==> src/rtl/pc_seq_pkg.sv <==
package pc_seq_pkg;

    typedef enum logic [3:0] {
        OP_NONE   = 4'd0,
        OP_BEQ    = 4'd1,
        OP_BNE    = 4'd2,
        OP_BLEZ   = 4'd3,
        OP_BGTZ   = 4'd4,
        OP_BLTZ   = 4'd5,
        OP_BGEZ   = 4'd6,
        OP_BLTZL  = 4'd7,
        OP_BGEZL  = 4'd8,
        OP_JMP    = 4'd9,
        OP_JMPL   = 4'd10,
        OP_JREG   = 4'd11
    } op_e;

    typedef enum logic [1:0] {
        TK_BRANCH = 2'd0,
        TK_ABS    = 2'd1,
        TK_REG    = 2'd2
    } tgt_kind_e;

endpackage

==> src/rtl/pcs_cond.sv <==
module pcs_cond
    import pc_seq_pkg::*;
#(
    parameter int DW = 32
) (
    input  logic [3:0]    op_i,
    input  logic [DW-1:0] rs_i,
    input  logic [DW-1:0] rt_i,
    output logic          take_o,
    output logic          link_o,
    output tgt_kind_e     kind_o
);
    logic neg;
    logic zero;
    logic eq;
    op_e  op;

    assign op   = op_e'(op_i);
    assign neg  = rs_i[DW-1];
    assign zero = (rs_i == '0);
    assign eq   = (rs_i == rt_i);

    always_comb begin
        take_o = 1'b0;
        link_o = 1'b0;
        kind_o = TK_BRANCH;
        unique case (op)
            OP_BEQ:   take_o = eq;
            OP_BNE:   take_o = !eq;
            OP_BLEZ:  take_o = neg || zero;
            OP_BGTZ:  take_o = !neg && !zero;
            OP_BLTZ:  take_o = neg;
            OP_BGEZ:  take_o = !neg;
            OP_BLTZL: begin
                take_o = neg;
                link_o = 1'b1;
            end
            OP_BGEZL: begin
                take_o = !neg;
                link_o = 1'b1;
            end
            OP_JMP: begin
                take_o = 1'b1;
                kind_o = TK_ABS;
            end
            OP_JMPL: begin
                take_o = 1'b1;
                link_o = 1'b1;
                kind_o = TK_ABS;
            end
            OP_JREG: begin
                take_o = 1'b1;
                kind_o = TK_REG;
            end
            default: take_o = 1'b0;
        endcase
    end
endmodule

==> src/rtl/pcs_target.sv <==
module pcs_target
    import pc_seq_pkg::*;
#(
    parameter int AW   = 32,
    parameter int OFFW = 16,
    parameter int JTW  = 26
) (
    input  tgt_kind_e       kind_i,
    input  logic [AW-1:0]   pc_i,
    input  logic [AW-1:0]   rs_i,
    input  logic [OFFW-1:0] off_i,
    input  logic [JTW-1:0]  jt_i,
    output logic [AW-1:0]   tgt_o,
    output logic [AW-1:0]   link_o
);
    localparam int EXTW    = AW - OFFW - 2;
    localparam int REGIONW = AW - JTW - 2;

    logic [AW-1:0] slot_pc;
    logic [AW-1:0] disp;
    logic [AW-1:0] br_tgt;
    logic [AW-1:0] abs_tgt;
    logic [AW-1:0] reg_tgt;

    assign slot_pc = pc_i + AW'(4);
    assign link_o  = pc_i + AW'(8);
    assign disp    = {{EXTW{off_i[OFFW-1]}}, off_i, 2'b00};
    assign br_tgt  = slot_pc + disp;
    assign abs_tgt = {slot_pc[AW-1 -: REGIONW], jt_i, 2'b00};
    assign reg_tgt = {rs_i[AW-1:2], 2'b00};

    always_comb begin
        unique case (kind_i)
            TK_ABS:  tgt_o = abs_tgt;
            TK_REG:  tgt_o = reg_tgt;
            default: tgt_o = br_tgt;
        endcase
    end
endmodule

==> src/rtl/pc_seq.sv <==
module pc_seq
    import pc_seq_pkg::*;
#(
    parameter int          AW       = 32,
    parameter int          OFFW     = 16,
    parameter int          JTW      = 26,
    parameter int          RW       = 5,
    parameter int          LINK_REG = 31,
    parameter logic [31:0] RESET_PC = 32'h0000_0000
) (
    input  logic            clk_i,
    input  logic            rst_n_i,
    input  logic            issue_i,
    input  logic [3:0]      op_i,
    input  logic [AW-1:0]   rs_val_i,
    input  logic [AW-1:0]   rt_val_i,
    input  logic [OFFW-1:0] off_i,
    input  logic [JTW-1:0]  jt_i,
    output logic [AW-1:0]   pc_o,
    output logic            slot_o,
    output logic            link_we_o,
    output logic [RW-1:0]   link_idx_o,
    output logic [AW-1:0]   link_val_o
);
    typedef struct packed {
        logic [AW-1:0] pc;
        logic          pend;
        logic [AW-1:0] tgt;
    } seq_s;

    seq_s          seq_d;
    seq_s          seq_q;
    logic          take;
    logic          is_link;
    tgt_kind_e     kind;
    logic [AW-1:0] tgt;
    logic [AW-1:0] ret_addr;

    pcs_cond #(.DW(AW)) cond_i (
        .op_i   (op_i),
        .rs_i   (rs_val_i),
        .rt_i   (rt_val_i),
        .take_o (take),
        .link_o (is_link),
        .kind_o (kind)
    );

    pcs_target #(.AW(AW), .OFFW(OFFW), .JTW(JTW)) tgt_i (
        .kind_i (kind),
        .pc_i   (seq_q.pc),
        .rs_i   (rs_val_i),
        .off_i  (off_i),
        .jt_i   (jt_i),
        .tgt_o  (tgt),
        .link_o (ret_addr)
    );

    always_comb begin
        seq_d     = seq_q;
        link_we_o = 1'b0;
        if (issue_i) begin
            if (seq_q.pend) begin
                seq_d.pc   = seq_q.tgt;
                seq_d.pend = 1'b0;
            end else begin
                seq_d.pc  = seq_q.pc + AW'(4);
                link_we_o = is_link;
                if (take) begin
                    seq_d.pend = 1'b1;
                    seq_d.tgt  = tgt;
                end
            end
        end
    end

    always_ff @(posedge clk_i or negedge rst_n_i) begin
        if (!rst_n_i) begin
            seq_q.pc   <= AW'(RESET_PC);
            seq_q.pend <= 1'b0;
            seq_q.tgt  <= '0;
        end else begin
            seq_q <= seq_d;
        end
    end

    assign pc_o       = seq_q.pc;
    assign slot_o     = seq_q.pend;
    assign link_idx_o = RW'(LINK_REG);
    assign link_val_o = ret_addr;
endmodule

==> config.mk <==
export PLATFORM = sky130hd
export DESIGN_NAME = pc_seq
export DESIGN_NICKNAME = d
export VERILOG_FILES = /design/src/rtl/pc_seq_pkg.sv /design/src/rtl/pcs_cond.sv /design/src/rtl/pcs_target.sv /design/src/rtl/pc_seq.sv
export SDC_FILE = /design/constraint.sdc
export NUM_CORES = 1
export LEC_CHECK = 0
export ABC_CLOCK_PERIOD_IN_PS = 5200
export BUFFER_PORTS_ARGS = -buffer_cell sky130_fd_sc_hd__buf_2
export CAP_MARGIN = 20
export CORE_ASPECT_RATIO = 0.8
export CORE_MARGIN = 2
export CORE_UTILIZATION = 55
export DETAILED_ROUTE_END_ITERATION = 12
export PLACE_DENSITY = 0.79
export SETUP_SLACK_MARGIN = 0.02
export SYNTH_ARGS = -nofsm -noshare
export SYNTH_HDL_FRONTEND = slang
export SYNTH_SLANG_ARGS = --single-unit
==> constraint.sdc <==
create_clock -name clk_i -period 5.2 [get_ports clk_i]
set_input_delay 0.78 -clock clk_i [delete_from_list [all_inputs] [get_ports clk_i]]
set_output_delay 0.78 -clock clk_i [all_outputs]
set_load 0.01 [all_outputs]
==> impl_results.md <==
* Pin count of the biggest net entering global routing at 66
* Slowest CP cell: o41ai_1
* Fmax at 225 MHz
* Most used cell along the critical path: ha_1
* RSZ-0062 raised after global routing: false
* Multi-input gate area at 4770 um^2
* Post-synth top cells: xnor2_1, nand2_1, dfrtp_1
* ANT cells at 0
* Synth Area per Inst at 8.13 um^2
* Yosys warns at 0
* Yosys cell types at 77
* Outcome: finished clean
* Initial antenna violation count at 0
* Row count at 36
* Fraction of layout cells with a size suffix above 1 at 0.244
* Worst path required time at 5420 ps
* CP arrival at 4670 ps
* Nets at 1122
* GRT Util Overall at 0.330
* Asr flop ratio synth at 1.00
* DR vias/cell at 6.10
* Clk slew on worst S/H paths at 60 ps
* Worst stage delay on the critical path at 520 ps
* Number of synthesized register bits at 65
* Area of the core at 12300 um^2
* Cts repair resizes at 0
* Avg WL per Cell at 19.8 um
* CTS Buf Count at 9
* Area Overhead vs Synth at 13.9%
* Yosys top cell by area: dfrtp_1
* Vias post-DR at 6985
* DR pass1 iterations at 6
* Initial Util at 0.571
* Final Hold Viols at 0
* Final number of setup-violating endpoints at 0
* Vias in the first global route at 6443
* Crit end category: flop
* Post-DP HPWL at 17400 um
* Peak supply drop at 257 uV
* DRT antenna net count at 0
* LEAKAGE at 3.58 nW
* Port Buffers at 178
* Post-synth EDFFs at 0
* Deepest clock path buffer count at 2
* Crit Path Class: flop to flop
* Slew HR at 0.283
* I/O pin count at 184
* First-pass GRT wire length at 35000 um
* Slew Limit Fails at 0
* Hold/Removal Path Class: flop to flop
* Pwr dens at 513 nW/um^2
* Fill count at 1124
* Chip width at 130 um
* Cell Count Post-Placement at 1130
* Grt total ovfl at 0
* Clock latency on the worst-skew pair at 330 ps
* Final setup TNS at 0 ps
* Die area at 13700 um^2
* Post-synth top flop: dfrtp_1
* Seq/Total Area, Yosys at 0.232
* Worst setup SP type: flop
* Synth Cell Area at 7020 um^2
* Clock Root Buffer: clkbuf_16
* CTS tree: yes
* Period utilisation layout at 0.855
* Count leader, synth: xnor2_1
* H-tree Lvls at 3
* CP cell instances: ha_1 -> nand3_1 -> or2_2 -> nor2_1 -> and4_1 -> nand2_1 -> xnor2_1 -> ha_1 -> and3_1 -> nand4_1 -> o41ai_1 -> nor3b_1 -> o31ai_1 -> mux2_2
* Post-route DRC violation count at 0
* Detailed Route WL at 22700 um
* Max-Cap Viols at 0
* Minimum clock period at 4440 ps
* Clk_skew at 5.34 ps
* Post-Syn Instances at 863
* Die Height at 105 um
* Slew @ Worst Pin at 1070 ps
* Postcts setup bufs at 0
* Iter 0 DRT Violations at 598
* Gp weighted congestion at 0.972
* CTS Hold Bufs at 0
* Fin Hold WS at 487 ps
* Largest cells by area after synthesis: dfrtp_1, xnor2_1, ha_1
* Register Area at 1630 um^2
* Non-filler instance count after layout at 1146
* CP Max Fanout at 8
* TritonCTS Sinks at 65
* Post-synth top area share at 0.232
sequential cells by signal (all words and copies together), names as in the netlist:
signal and count:
pc_o 32, seq_q 32, slot_o 1
worst max-delay path: cells and delay by family, from the launching register on:
| family | cells | cell delay [ps] |
|---|---|---|
| simple gates | 8 | 2120 |
| fa+ha+maj | 2 | 720 |
| compound gates | 2 | 600 |
| flops | 1 | 480 |
| mux | 1 | 270 |
| xor+xnor | 1 | 140 |
metrics by stage:
step	area, um^2	worst slack (ps)	utilization	total power (W)
after floorplan	7030	1440	-	0.00282
after global placement	7660	1050	0.623	0.00337
after detailed placement	7660	851	0.623	0.00339
after CTS	7990	812	0.650	0.00408
after global routing	7990	441	0.650	0.00440
final	7990	756	0.650	0.00410
area by class of cell:
cell class,count,share of cell area
Sequential cell,65,0.204
Multi-Input combinational cell,681,0.597
Inverter,28,0.0132
Clock inverter,6,0.0114
Timing Repair Buffer,185,0.118
Clock buffer,10,0.0299
Tap cell,171,0.0268
placed cells by master (no fill, tap or decap), drive strengths merged, types with 6 or more instances in the layout:
cell type  instances
and3              10
nor4              14
buf              185
xor2              23
a21oi             42
o31ai             18
nor2b              6
nand2             67
nand3             23
mux2              17
a22oi             10
o21ai             50
inv               27
a221oi            10
nor2              64
dfrtp             65
a31oi             10
o211ai            14
clkbuf            10
xnor2             88
nand2b            25
nand4             26
a21o              15
ha                38
a22o              22
nor3              14
report_power, final:
| part | switching (W) | internal [W] |
|---|---|---|
| registers | 0.000337 | 0.000720 |
| logic | 0.00132 | 0.00105 |
| clock network | 0.000243 | 0.000434 |
path summary, 6_finish.rpt:
kind / slack, ps / depth (start not counted) / to / startpoint
min reg2reg: 490 / 2 / seq_q[2]$_DFFE_PN0P_ / seq_q[2]$_DFFE_PN0P_
max in group asynchronous: 3930 / 2 / slot_o$_DFFE_PN0P_ / rst_n_i
min in group asynchronous: 650 / 2 / seq_q[5]$_DFFE_PN0P_ / rst_n_i
max reg2reg: 760 / 14 / seq_q[31]$_DFFE_PN0P_ / pc_o[4]$_DFFE_PN0P_
max: 760 / 14 / seq_q[31]$_DFFE_PN0P_ / pc_o[4]$_DFFE_PN0P_
min: 490 / 2 / seq_q[2]$_DFFE_PN0P_ / seq_q[2]$_DFFE_PN0P_
layer usage:
| metal | global-route usage | routed length (um) |
|---|---|---|
| met1 | 0.464 | 9900 |
| met2 | 0.508 | 10400 |
| met3 | 0.0635 | 1740 |
| met4 | 0.104 | 646 |
| met5 | 0 | 0 |
cell families after synthesis:
kind of cell	synth area share
and+or+nand+nor	0.200
AOI/OAI and AO/OA	0.229
buffers and inverters	0.0908
xor gates and xnor gates	0.143
DFF	0.232
adders and majority gates	0.0706
muxes	0.0344
other	0.000534
Power figures use the tool's default switching activity.
